### src/rtl/gfm_pkg.sv
package gfm_pkg;

  typedef enum logic [1:0] {
    GFM_IDLE = 2'd0,
    GFM_SCAN = 2'd1,
    GFM_FIX  = 2'd2
  } gfm_phase_e;

  // number of window steps needed to cover an operand
  function automatic int gfm_windows(input int op_w, input int win_w);
    return (op_w + win_w - 1) / win_w;
  endfunction

endpackage

### src/rtl/gfm_ctrl.sv
module gfm_ctrl #(
  parameter int NWIN  = 11,
  parameter int IDX_W = 4
) (
  input  logic             clk,
  input  logic             rst,
  input  logic             start,
  output logic             load,
  output logic             scan_en,
  output logic             fix_en,
  output logic [IDX_W-1:0] win_idx
);
  import gfm_pkg::*;

  gfm_phase_e phase_q;

  assign load    = (phase_q == GFM_IDLE) && start;
  assign scan_en = (phase_q == GFM_SCAN);
  assign fix_en  = (phase_q == GFM_FIX);

  always_ff @(posedge clk) begin
    if (rst) begin
      phase_q <= GFM_IDLE;
      win_idx <= '0;
    end else begin
      unique case (phase_q)
        GFM_IDLE: begin
          if (start) begin
            phase_q <= GFM_SCAN;
            win_idx <= '0;
          end
        end
        GFM_SCAN: begin
          if (win_idx == IDX_W'(NWIN - 1)) phase_q <= GFM_FIX;
          else                             win_idx <= win_idx + 1'b1;
        end
        GFM_FIX: phase_q <= GFM_IDLE;
        default: phase_q <= GFM_IDLE;
      endcase
    end
  end

endmodule

### src/rtl/gfm_table.sv
module gfm_table #(
  parameter int OP_W  = 32,
  parameter int WIN_W = 3
) (
  input  logic                clk,
  input  logic                load,
  input  logic [OP_W-WIN_W:0] a_lo,
  input  logic [WIN_W-1:0]    rd_idx,
  output logic [OP_W-1:0]     rd_data
);
  localparam int TAB_N = 1 << WIN_W;

  logic [OP_W-1:0] tab_q [TAB_N];
  logic [OP_W-1:0] tab_d [TAB_N];

  // entry i = XOR of (a_lo << j) for each set bit j of i
  always_comb begin
    for (int i = 0; i < TAB_N; i++) begin
      tab_d[i] = '0;
      for (int j = 0; j < WIN_W; j++) begin
        if (i[j]) tab_d[i] = tab_d[i] ^ (OP_W'(a_lo) << j);
      end
    end
  end

  // written only on request acceptance, read asynchronously
  always_ff @(posedge clk) begin
    if (load) begin
      for (int i = 0; i < TAB_N; i++) tab_q[i] <= tab_d[i];
    end
  end

  assign rd_data = tab_q[rd_idx];

endmodule

### src/rtl/gfm_window_step.sv
module gfm_window_step #(
  parameter int OP_W  = 32,
  parameter int WIN_W = 3,
  parameter int NWIN  = 11,
  parameter int IDX_W = 4
) (
  input  logic [OP_W-1:0]   b,
  input  logic [IDX_W-1:0]  win_idx,
  output logic [WIN_W-1:0]  win_bits,
  input  logic [OP_W-1:0]   entry,
  input  logic [2*OP_W-1:0] acc_in,
  output logic [2*OP_W-1:0] acc_out
);
  localparam int BEXT_W = NWIN * WIN_W;
  localparam int SH_W   = $clog2(BEXT_W);

  logic [BEXT_W-1:0] b_ext;
  logic [SH_W-1:0]   sh;

  assign b_ext    = BEXT_W'(b);
  assign sh       = SH_W'(win_idx) * SH_W'(WIN_W);
  assign win_bits = b_ext[sh +: WIN_W];
  assign acc_out  = acc_in ^ ((2*OP_W)'(entry) << sh);

endmodule

### src/rtl/gfm_fix.sv
module gfm_fix #(
  parameter int OP_W  = 32,
  parameter int WIN_W = 3
) (
  input  logic [2*OP_W-1:0] acc_in,
  input  logic [WIN_W-2:0]  a_top,
  input  logic [OP_W-1:0]   b,
  output logic [2*OP_W-1:0] acc_out
);
  // a_top[k] stands for multiplicand bit OP_W-WIN_W+1+k
  always_comb begin
    acc_out = acc_in;
    for (int k = 0; k < WIN_W - 1; k++) begin
      if (a_top[k]) acc_out = acc_out ^ ((2*OP_W)'(b) << (OP_W - WIN_W + 1 + k));
    end
  end

endmodule

### src/rtl/polymul_gf2_win.sv
module polymul_gf2_win #(
  parameter int OP_W  = 32,
  parameter int WIN_W = 3
) (
  input  logic            clk,
  input  logic            rst,
  input  logic            start,
  input  logic [OP_W-1:0] a_in,
  input  logic [OP_W-1:0] b_in,
  output logic            done,
  output logic [OP_W-1:0] prod_lo,
  output logic [OP_W-1:0] prod_hi
);
  localparam int NWIN  = gfm_pkg::gfm_windows(OP_W, WIN_W);
  localparam int IDX_W = $clog2(NWIN + 1);

  logic               load, scan_en, fix_en;
  logic [IDX_W-1:0]   win_idx;
  logic [WIN_W-1:0]   win_bits;
  logic [OP_W-1:0]    entry;
  logic [WIN_W-2:0]   a_top_q;
  logic [OP_W-1:0]    b_q;
  logic [2*OP_W-1:0]  acc_q, acc_step, acc_fix, prod_q;

  gfm_ctrl #(.NWIN(NWIN), .IDX_W(IDX_W)) u_ctrl (
    .clk(clk), .rst(rst), .start(start),
    .load(load), .scan_en(scan_en), .fix_en(fix_en), .win_idx(win_idx)
  );

  gfm_table #(.OP_W(OP_W), .WIN_W(WIN_W)) u_table (
    .clk(clk), .load(load), .a_lo(a_in[OP_W-WIN_W:0]),
    .rd_idx(win_bits), .rd_data(entry)
  );

  gfm_window_step #(.OP_W(OP_W), .WIN_W(WIN_W), .NWIN(NWIN), .IDX_W(IDX_W)) u_step (
    .b(b_q), .win_idx(win_idx), .win_bits(win_bits),
    .entry(entry), .acc_in(acc_q), .acc_out(acc_step)
  );

  gfm_fix #(.OP_W(OP_W), .WIN_W(WIN_W)) u_fix (
    .acc_in(acc_q), .a_top(a_top_q), .b(b_q), .acc_out(acc_fix)
  );

  always_ff @(posedge clk) begin
    if (rst) begin
      a_top_q <= '0;
      b_q     <= '0;
      acc_q   <= '0;
      prod_q  <= '0;
      done    <= 1'b0;
    end else begin
      done <= 1'b0;
      if (load) begin
        a_top_q <= a_in[OP_W-1 -: WIN_W-1];
        b_q     <= b_in;
        acc_q   <= '0;
      end
      if (scan_en) acc_q <= acc_step;
      if (fix_en) begin
        prod_q <= acc_fix;
        done   <= 1'b1;
      end
    end
  end

  assign prod_lo = prod_q[OP_W-1:0];
  assign prod_hi = prod_q[2*OP_W-1:OP_W];

endmodule

### config.mk
export PLATFORM = sky130hd
export DESIGN_NAME = polymul_gf2_win
export DESIGN_NICKNAME = d
export VERILOG_FILES = /design/src/rtl/gfm_pkg.sv /design/src/rtl/gfm_ctrl.sv /design/src/rtl/gfm_table.sv /design/src/rtl/gfm_window_step.sv /design/src/rtl/gfm_fix.sv /design/src/rtl/polymul_gf2_win.sv
export SDC_FILE = /design/constraint.sdc
export NUM_CORES = 1
export LEC_CHECK = 0
export BUFFER_PORTS_ARGS = -buffer_cell sky130_fd_sc_hd__buf_2
export CORE_ASPECT_RATIO = 0.6
export CORE_MARGIN = 1
export CORE_UTILIZATION = 50
export DETAILED_ROUTE_END_ITERATION = 16
export PLACE_DENSITY_LB_ADDON = 0.3
export SLEW_MARGIN = 15
export SYNTH_ARGS = -nofsm -noshare
export SYNTH_HDL_FRONTEND = slang
export SYNTH_SLANG_ARGS = --single-unit
### constraint.sdc
create_clock -name clk -period 15.9 [get_ports clk]
set_input_delay 3.18 -clock clk [delete_from_list [all_inputs] [get_ports clk]]
set_output_delay 3.18 -clock clk [all_outputs]
set_load 0.01 [all_outputs]
==> results of run 1 <==
worst paths after layout:
check / to / slack, ps / cells past startpoint
max: acc_q[58] / 9910 / 12
min: prod_q[32] / 450 / 2
max reg2reg: acc_q[58] / 9910 / 12
min reg2reg: prod_q[32] / 450 / 2
report_power, final:
| group | leakage [nW] | switching [mW] | internal, mW |
|---|---|---|---|
| Combinational | 3.49 | 0.232 | 0.118 |
| Sequential | 2.47 | 0.0297 | 0.802 |
| Clock | 0.449 | 0.296 | 0.382 |
| Total | 6.41 | 0.557 | 1.30 |
cell usage after synthesis (all sizes together), types with 4 or more instances:
master / number
nand2: 337
a21oi: 186
dfxtp: 169
clkbuf: 120
edfxtp: 115
xnor2: 106
o21ai: 98
nand3: 96
nor2: 95
xor2: 49
mux2i: 46
buf: 45
mux2: 37
a32oi: 29
a221oi: 27
mux4: 26
or2: 25
nor3: 20
a22oi: 19
nor3b: 19
o211ai: 19
inv: 18
o22ai: 17
a311oi: 16
a21o: 14
a221o: 14
a211oi: 13
nand4: 11
a31oi: 8
and2: 7
a2111oi: 6
o31ai: 6
and3: 5
ha: 5
nand4b: 5
o221ai: 5
a2bb2oi: 4
nor2b: 4
o22a: 4
or3: 4
routing by layer:
layer,up-vias,wire length [microns],global-route usage [%]
li1,6956,-,-
met1,7397,25900,50.0
met2,935,21300,41.8
met3,101,7610,11.3
met4,0,1060,5.70
met5,-,0,0
through the flow:
step	instances	total power, mW	util (%)	setup slack (ps)	area (sq um)
floorplan	1898	1.07	-	8360	16800
global placement	2344	1.18	53.7	10290	17600
detailed placement	2344	1.18	53.7	10170	17600
CTS	2391	1.85	56.5	10140	18500
global route	2391	1.92	56.5	9620	18500
finish	2392	1.86	56.5	9910	18500
state kept, by name (all words and copies together), names as in the netlist:
signal          flops
u_table.tab_q     115
acc_q              64
prod_q             64
b_q                32
u_ctrl.win_idx      4
a_top_q             2
u_ctrl.phase_q      2
done                1
cell families (layout without fill, tap and decap cells):
| group | after synthesis | after routing | synth area share, % |
|---|---|---|---|
| simple gates | 640 | 640 | 17.0 |
| flops | 284 | 284 | 40.7 |
| compound gates | 519 | 519 | 20.4 |
| mux | 109 | 109 | 8.72 |
| buf+inv | 185 | 228 | 4.59 |
| fa+ha+maj | 6 | 6 | 0.492 |
| other cells | 0 | 1 | 0 |
| xor+xnor | 155 | 155 | 8.09 |
critical path, cell delays in order (launching register included):
cell and delay (ps):
dfxtp_2 640, buf_4 470, clkinv_1 470, buf_4 360, ha_1 950, inv_2 620, a2111oi_0 480, a31oi_1 200
mux2i_1 410, o211ai_1 350, a221oi_1 600, or2_0 170, a21oi_1 60
cell type report:
type / instances / area share (%)
multi-input cells: 1429 / 49.9
flip-flops and latches: 284 / 37.0
inverters: 20 / 0.433
clock inverters: 11 / 0.771
well taps: 450 / 3.04
repair buffers: 161 / 4.80
clock buffers: 36 / 4.07
diodes: 1 / 0.0135
==> metrics.txt, run 1 <==
status complete, no violations; unrepaired setup endpoints after global routing no; CP endpoint kind flip-flop; synth warn 0; vias per std cell 6.43; Total GRT Usage 32.2%; drt total wl 55,900 microns; vias in the first global route 13,602; CTS Buf Count 27; Layout Area Growth over Synthesis 10.2%; max-cap violation count 0; initial drt markers 2,164; Syn Nets 1,971; Bufs on Longest Clock Path 3; Post-Route Setup TNS 0 ps; router iterations before antenna repair 7; Area contributors post-synth edfxtp_1 21%, dfxtp_1 20%, nand2_1 7.5%; ratio of cells with drive above 1 in the final layout 16.2%; Max Freq 167 MHz; Clock Latency Late Sink 570 ps; sequential-to-total area share from yosys stat 40.7%; Fillers 2,940; Sink Count 284; Clock H-tree levels 1; global placement routability congestion 1.03; drt drc 0; Slew HR 21.8%; storage element area 0.00684 sq mm; final hold slack 448 ps; IO Pins 132; Starting Density 51.3%; Port Buf Inserts 131; flops & latches, synth 284; worst hold path class flip-flop to flip-flop; hold buffers post-CTS 0; VDD IR max 0.0000756 V; CTS tree built; multi-input logic area 0.00923 sq mm; final setup vio count 0; CTS resizes 0; die height 144 microns; syn_area_per_cell 8.84 sq um; Synth Flop Type dfxtp_1; post-route ant nets 0; die area 0.0343 sq mm; Final Hold Fails 0; first-pass GRT wire length 84,100 microns; CP startpoint u_ctrl.win_idx[0]; Max FO, Critical Path 37; Core Area 0.0327 sq mm; share of the synthesized area in the top cell type 20.6%; clk_skew 15.9 ps; r2r startpoint u_ctrl.win_idx[0]; DP Wirelength 39,800 microns; Reg clk slew, reported paths 70 ps; Worst EP required 16,320 ps; commonest non-fill, non-tap cell in the layout nand2_1; clock root buffer clkbuf_16; period utilization 37.7%; initial antenna violation count 0; via count 15,389; most frequent cells in the layout 335 x nand2_1, 186 x a21oi_1, 166 x dfxtp_1; row cnt 51; area leader, netlist edfxtp_1; slew of the pin with the lowest slew margin 1170 ps; Horiz. Die Dim 238 microns; Static Leak 6.41 nW; final slew viol count 0; GRT overflow 0; crit path DAT 6410 ps; Nets 1,996; Post-CTS Setup Bufs 0; P per Cell Area 101 mW/mm^2; HP Start prod_q[32]; synth unique cells 86; critical path class flip-flop to flip-flop; Worst setup SP type flip-flop; Post-synth ARST share 0%; Syn Inst Count 1,898; Routed wire per std cell 23.4 microns; fin crit period 5990 ps; synthesized area 0.0168 sq mm; number of synthesized flops with an enable pin 115; largest net degree at the start of global routing 103
No activity file was read; power rests on OpenSTA's default activity.
==> inputs of run 2 (changes only) <==
==> constraint.sdc (replaced) <==
create_clock -name clk -period 5.8 [get_ports clk]
set_input_delay 1.16 -clock clk [delete_from_list [all_inputs] [get_ports clk]]
set_output_delay 1.16 -clock clk [all_outputs]
set_load 0.01 [all_outputs]
==> metrics.txt, run 2 (synthesis results as in run 1) <==
ratio of cells with drive above 1 in the final layout 16.9% (+0.76 points); CTS tree built; drt total wl 57,400 microns (+2.7%); die height 144 microns (unchanged); Bufs on Longest Clock Path 3 (unchanged); Clock Latency Late Sink 560 ps (about the same); Placed Cells 2,369 (+1.1%); Total Power 5.05 mW (+170%); placed cell area 0.0178 sq mm (+1.2%); hold buffers post-CTS 0 (unchanged); CTS Buf Count 26 (-3.7%); slew of the pin with the lowest slew margin 1120 ps (-52.5 ps); most frequent cells in the layout 335 x nand2_1, 186 x a21oi_1, 167 x dfxtp_1; CP endpoint kind flip-flop; max reg flops 115 (unchanged); crit path DAT 5750 ps (-660 ps); Non-Filler Instances 2,416 (+1.0%); Starting Density 51.3% (unchanged); clk_skew 15.0 ps (-0.886 ps); Final Hold Fails 0 (unchanged); status complete, no violations; via count 15,474 (+0.55%); Port Buf Inserts 131 (unchanged); unrepaired setup endpoints after global routing no; Worst EP required 6180 ps (-10,140 ps); Nets 2,020 (+1.2%); final hold slack 448 ps (+0.0640 ps); Critical path buffers and inverters 1 (-3); critical path cell sequence mux2_2 -> a22o_1 -> buf_4 -> o21ai_0 -> a21oi_1 -> a2111oi_2 -> mux2i_1 -> mux2_2 -> mux4_2 -> a221oi_1 -> or2_2 -> a21oi_1; Total GRT Usage 32.9% (+0.72 points); final setup vio count 0 (unchanged); Routed wire per std cell 23.8 microns (+1.6%); Worst setup SP type flip-flop; period utilization 92.5% (+55 points); clock root buffer clkbuf_16; global placement routability congestion 1.05 (+2.4%); Post-Route Setup TNS 0 ps (unchanged); Core Area 0.0327 sq mm (unchanged); Horiz. Die Dim 238 microns (unchanged); drt drc 0 (unchanged); router iterations before antenna repair 6 (-1); final slew viol count 0 (unchanged); vias in the first global route 13,803 (+1.5%); Worst path max stage delay 780 ps (-170 ps); GRT overflow 0 (unchanged); Post-CTS Setup Bufs 0 (unchanged); die area 0.0343 sq mm (unchanged); CTS resizes 0 (unchanged); Top Family by Delay on Critical Path compound AO/OA/AOI/OAI gates; P per Cell Area 270 mW/mm^2 (+170%); worst hold path class flip-flop to flip-flop; Max FO, Critical Path 18 (-51%); Sink Count 284 (unchanged); DP Wirelength 41,800 microns (+5.1%); Clock H-tree levels 1 (unchanged); pre-CTS setup slack 663 ps (-9510 ps); row cnt 51 (unchanged); fin crit period 5360 ps (-630 ps); critical path class flip-flop to flip-flop; Top reg by flops u_table.tab_q; largest net degree at the start of global routing 152 (+48%); setup ws final 437 ps (-9470 ps); vias per std cell 6.40 (-0.45%); post-route ant nets 0 (unchanged); IO Pins 132 (unchanged); max-cap violation count 0 (unchanged); Slowest-stage cell, CP dfxtp_1; Max Freq 186 MHz (+12%); initial drt markers 2,043 (-5.6%); Static Leak 6.53 nW (+1.9%); Critical Path Stages 12 (unchanged); fin area 0.0187 sq mm (+0.96%); VDD IR max 0.000203 V (+170%); Slew HR 25.2% (+3.4 points); antenna cells 0 (-1); Layout Area Growth over Synthesis 11.3%; biggest regs u_table.tab_q x115, acc_q x64, prod_q x64; Layout Utilization 57.0% (+0.54 points); first-pass GRT wire length 85,600 microns (+1.7%); Reg clk slew, reported paths 70 ps (about the same); Worst Hold Depth 2 (unchanged); initial antenna violation count 1 (+1); commonest non-fill, non-tap cell in the layout nand2_1; Worst R2R Path Depth 12 (unchanged)
==> run 2: changes by cell type in the layout (fill, tap and decap cells not counted), moves of 2 or more <==
cell       previous run  this run
inv_1                15        17
nor2_2                3         1
clkbuf_8              4         8
clkbuf_2              3         0
bufinv_16             3         1
buf_12                0         2
buf_4                30        53
nor2_1               92        94
==> run 2: worst register-to-register path, stage by stage, from the launching register on <==
cell       delay [ps]
dfxtp_1           780
mux2_2            430
a22o_1            500
buf_4             340
o21ai_0           290
a21oi_1           140
a2111oi_2         680
mux2i_1           420
mux2_2            380
mux4_2            560
a221oi_1          440
or2_2             190
a21oi_1            60
==> run 2: path summary, 6_finish.rpt <==
kind / startpoint / to / slack, ps
setup / recovery: u_ctrl.win_idx[1] / acc_q[54] / 440
hold / removal: prod_q[34] / prod_q[34] / 450
setup reg to reg: u_ctrl.win_idx[1] / acc_q[54] / 440
hold reg to reg: prod_q[34] / prod_q[34] / 450
==> run 2: area by class of cell <==
class,instances,area (sq um)
Sequential cell,284,6840
Inverter,20,80.1
Fill cell,2952,14100
Clock inverter,9,72.6
Clock buffer,38,797
Tap cell,450,563
Timing Repair Buffer,186,1100
Multi-Input combinational cell,1429,9220
==> run 2: report_power, final <==
group          total [mW]  internal (mW)  switching (mW)  leakage (nW)
combinational       0.986          0.344           0.641          3.62
sequential           2.29           2.20          0.0896          2.47
clock                1.77          0.995           0.777         0.443
total                5.05           3.54            1.51          6.53
==> run 2: routing by layer <==
metal	track usage [%]	part of all wire, %	vias to the layer above
li1	-	-	6981
met1	49.3	46	7503
met2	43.1	38	907
met5	0	0.033	-
met4	5.26	1.5	2
met3	14.3	15	81
==> inputs of run 3 (changes only) <==
--- a/config.mk
+++ b/config.mk
@@ -5,6 +5,7 @@
 export SDC_FILE = /design/constraint.sdc
 export NUM_CORES = 1
 export LEC_CHECK = 0
+export ABC_AREA = 1
 export BUFFER_PORTS_ARGS = -buffer_cell sky130_fd_sc_hd__buf_2
 export CORE_ASPECT_RATIO = 0.6
 export CORE_MARGIN = 1
==> metrics.txt, run 3 <==
status complete, no violations; number of synthesized flops with an enable pin 115 (unchanged); cell with the most instances after synthesis nand3_1; Static Leak 8.16 nW (+25%); Core Area 0.0325 sq mm (-0.58%); sequential-to-total area share from yosys stat 41.1% (+0.39 points); period utilization 73.5% (-19 points); clock root buffer clkbuf_16; storage element area 0.00684 sq mm (unchanged); synth cell count leaders 533 x nand3_1, 449 x nand2_1, 196 x inv_1; Comb pwr share 27.1% (+7.6 points); pre-CTS setup slack 1760 ps (+1100 ps); Max FO, Critical Path 57 (+39); CTS resizes 0 (unchanged); switching share of power 34.7% (+4.9 points); Clock H-tree levels 1 (unchanged); fin crit period 4260 ps (-1100 ps); fin area 0.0182 sq mm (-2.4%); largest net degree at the start of global routing 103 (-32%); post-route ant nets 0 (unchanged); initial antenna violation count 1 (unchanged); slew of the pin with the lowest slew margin 1010 ps (-115 ps); biggest regs u_table.tab_q x115, acc_q x64, prod_q x64; drt total wl 49,900 microns (-13%); critical path class flip-flop to flip-flop; P_sw 1.99 mW (+32%); multi-input logic area 0.00823 sq mm (-11%); Routed wire per std cell 18.2 microns (-23%); CTS Buf Count 28 (+7.7%); Slowest-stage cell, CP inv_2; GRT overflow 0 (unchanged); worst hold path class flip-flop to flip-flop; Top reg by flops u_table.tab_q; max-cap violation count 0 (unchanged); Syn Nets 2,342 (+19%); VDD IR max 0.000282 V (+39%); Total Power 5.73 mW (+14%); Layout Area Growth over Synthesis 9.71%; Starting Density 51.1% (-0.19 points); Fillers 3,126 (+5.9%); sequential share of power 40.2% (-5.1 points); Worst EP required 6240 ps (+60 ps); Nets 2,366 (+17%); most frequent cell on the critical path nand3_1; max reg flops 115 (unchanged); r2r startpoint u_ctrl.win_idx[1]; Post-Route Setup TNS 0 ps (unchanged); Clock Latency Late Sink 570 ps (about the same); HP Start acc_q[6]; final hold slack 465 ps (+17.4 ps); Layout Utilization 56.0% (-1.0 points); Synth Flop Type dfxtp_1; Slew HR 32.8% (+7.6 points); Horiz. Die Dim 237 microns (-0.48%); final setup vio count 0 (unchanged); CP endpoint kind flip-flop; vias per std cell 5.73 (-10%); Max Freq 235 MHz (+26%); CP startpoint u_ctrl.win_idx[1]; clk_skew 14.5 ps (-0.530 ps); final slew viol count 0 (unchanged); Post-synth ARST share 0% (unchanged); Non-Filler Instances 2,739 (+13%); antenna cells 0 (unchanged); Post-CTS Setup Bufs 0 (unchanged); Int Power 3.74 mW (+5.7%); critical path cell sequence inv_1 -> nand3_1 -> nand3_1 -> nand3_2 -> nand2_4 -> inv_2 -> nand3_1 -> nand3_1 -> nand3_1 -> nand3_1 -> nand3_1 -> nand3_1 -> nand3_1 -> o21ai_1 -> nand2_1 -> nand3_1 -> o21ai_1; Final Hold Fails 0 (unchanged); synthesized area 0.0166 sq mm (-0.95%); most frequent cells in the layout 532 x nand3_1, 449 x nand2_1, 195 x inv_1; Total GRT Usage 29.4% (-3.5 points); crit path DAT 4710 ps (-1040 ps); setup ws final 1540 ps (+1100 ps); ratio of cells with drive above 1 in the final layout 10.5% (-6.4 points); area leader, netlist edfxtp_1; via count 15,705 (+1.5%); synth warn 0 (unchanged); Placed Cells 2,687 (+13%); hold buffers post-CTS 0 (unchanged); initial drt markers 1,727 (-15%); clock network fraction of total power 32.7% (-2.4 points); Worst setup SP type flip-flop; unrepaired setup endpoints after global routing no; flops & latches, synth 284 (unchanged); IO Pins 132 (unchanged); drt drc 0 (unchanged); vias in the first global route 13,848 (+0.33%); router iterations before antenna repair 5 (-1); Port Buf Inserts 131 (unchanged); synth unique cells 47 (-45%); global placement routability congestion 0.976 (-7.3%); commonest non-fill, non-tap cell in the layout nand3_1; Worst path max stage delay 790 ps (about the same); Reg clk slew, reported paths 60 ps (about the same); row cnt 51 (unchanged); die height 143 microns (-0.47%); DP Wirelength 36,000 microns (-14%); first-pass GRT wire length 78,500 microns (-8.2%); share of the synthesized area in the top cell type 20.8% (+0.20 points); P per Cell Area 314 mW/mm^2 (+16%); CTS tree built; Area contributors post-synth edfxtp_1 21%, dfxtp_1 20%, nand3_1 16%; placed cell area 0.0173 sq mm (-3.0%); syn_area_per_cell 7.32 sq um (-17%); Syn Inst Count 2,269 (+20%); die area 0.0340 sq mm (-0.95%); Sink Count 284 (unchanged); Bufs on Longest Clock Path 3 (unchanged)
==> run 3: cell count changes after synthesis, moves of 26 or more <==
| cell | delta |
|---|---|
| nand3_1 | +438 |
| inv_1 | +180 |
| a21oi_1 | -141 |
| nand2_1 | +113 |
| nor2_1 | +99 |
| xnor2_1 | -91 |
| xor2_1 | +85 |
| mux2i_1 | -46 |
| a32oi_1 | -29 |
| mux2_2 | -26 |
| mux4_2 | -26 |
==> run 3: kinds of logic after synthesis <==
group / synth area share [%]
AOI/OAI and AO/OA: 7.97
buffers and inverters: 9.63
adders and majority gates: 0.497
DFF: 41.1
xor gates and xnor gates: 7.85
and+or+nand+nor: 32.9
==> run 3: worst paths after layout <==
check	end	slack, ps	cells past startpoint
worst max-delay path	acc_q[63]	1540	17
worst min-delay path	acc_q[6]	470	2
worst max register to register	acc_q[63]	1540	17
worst min register to register	acc_q[6]	470	2
==> run 3: routing by layer <==
metal  up-vias  track usage [%]  part of all wire (%)  routed length, microns
met5         -                0                     0                       0
met4         0             5.03                   1.5                     763
met3        55             7.83                    11                    5620
met2       732             40.0                    39                   19500
met1      7344             45.8                    48                   24100
li1       7574                -                     -                       -
==> run 3: critical path, delay by kind of cell, from the launching register on <==
family / cells / cell delay, ps
flip-flops: 1 / 710
AO/OA/AOI/OAI: 2 / 320
buffers and inverters: 2 / 1090
AND/OR/NAND/NOR: 13 / 1950
==> run 3: layout make-up <==
class                           instances  share of cell area (%)
Multi-Input combinational cell       1612                    45.1
Sequential cell                       284                    37.5
Timing Repair Buffer                  163                    4.98
Clock buffer                           40                    4.72
Inverter                              204                    4.22
Tap cell                              424                    2.91
Clock inverter                         12                   0.515
==> run 3: power by group through the flow <==
stage	Clock (mW)	Combinational, mW	Sequential (mW)
3_3_place_gp	0	1.49	2.34
5_1_grt	1.99	1.72	2.32
2_1_floorplan	0	1.14	2.31
3_5_place_dp	0	1.50	2.34
4_1_cts	1.91	1.51	2.30
6_report	1.88	1.55	2.30
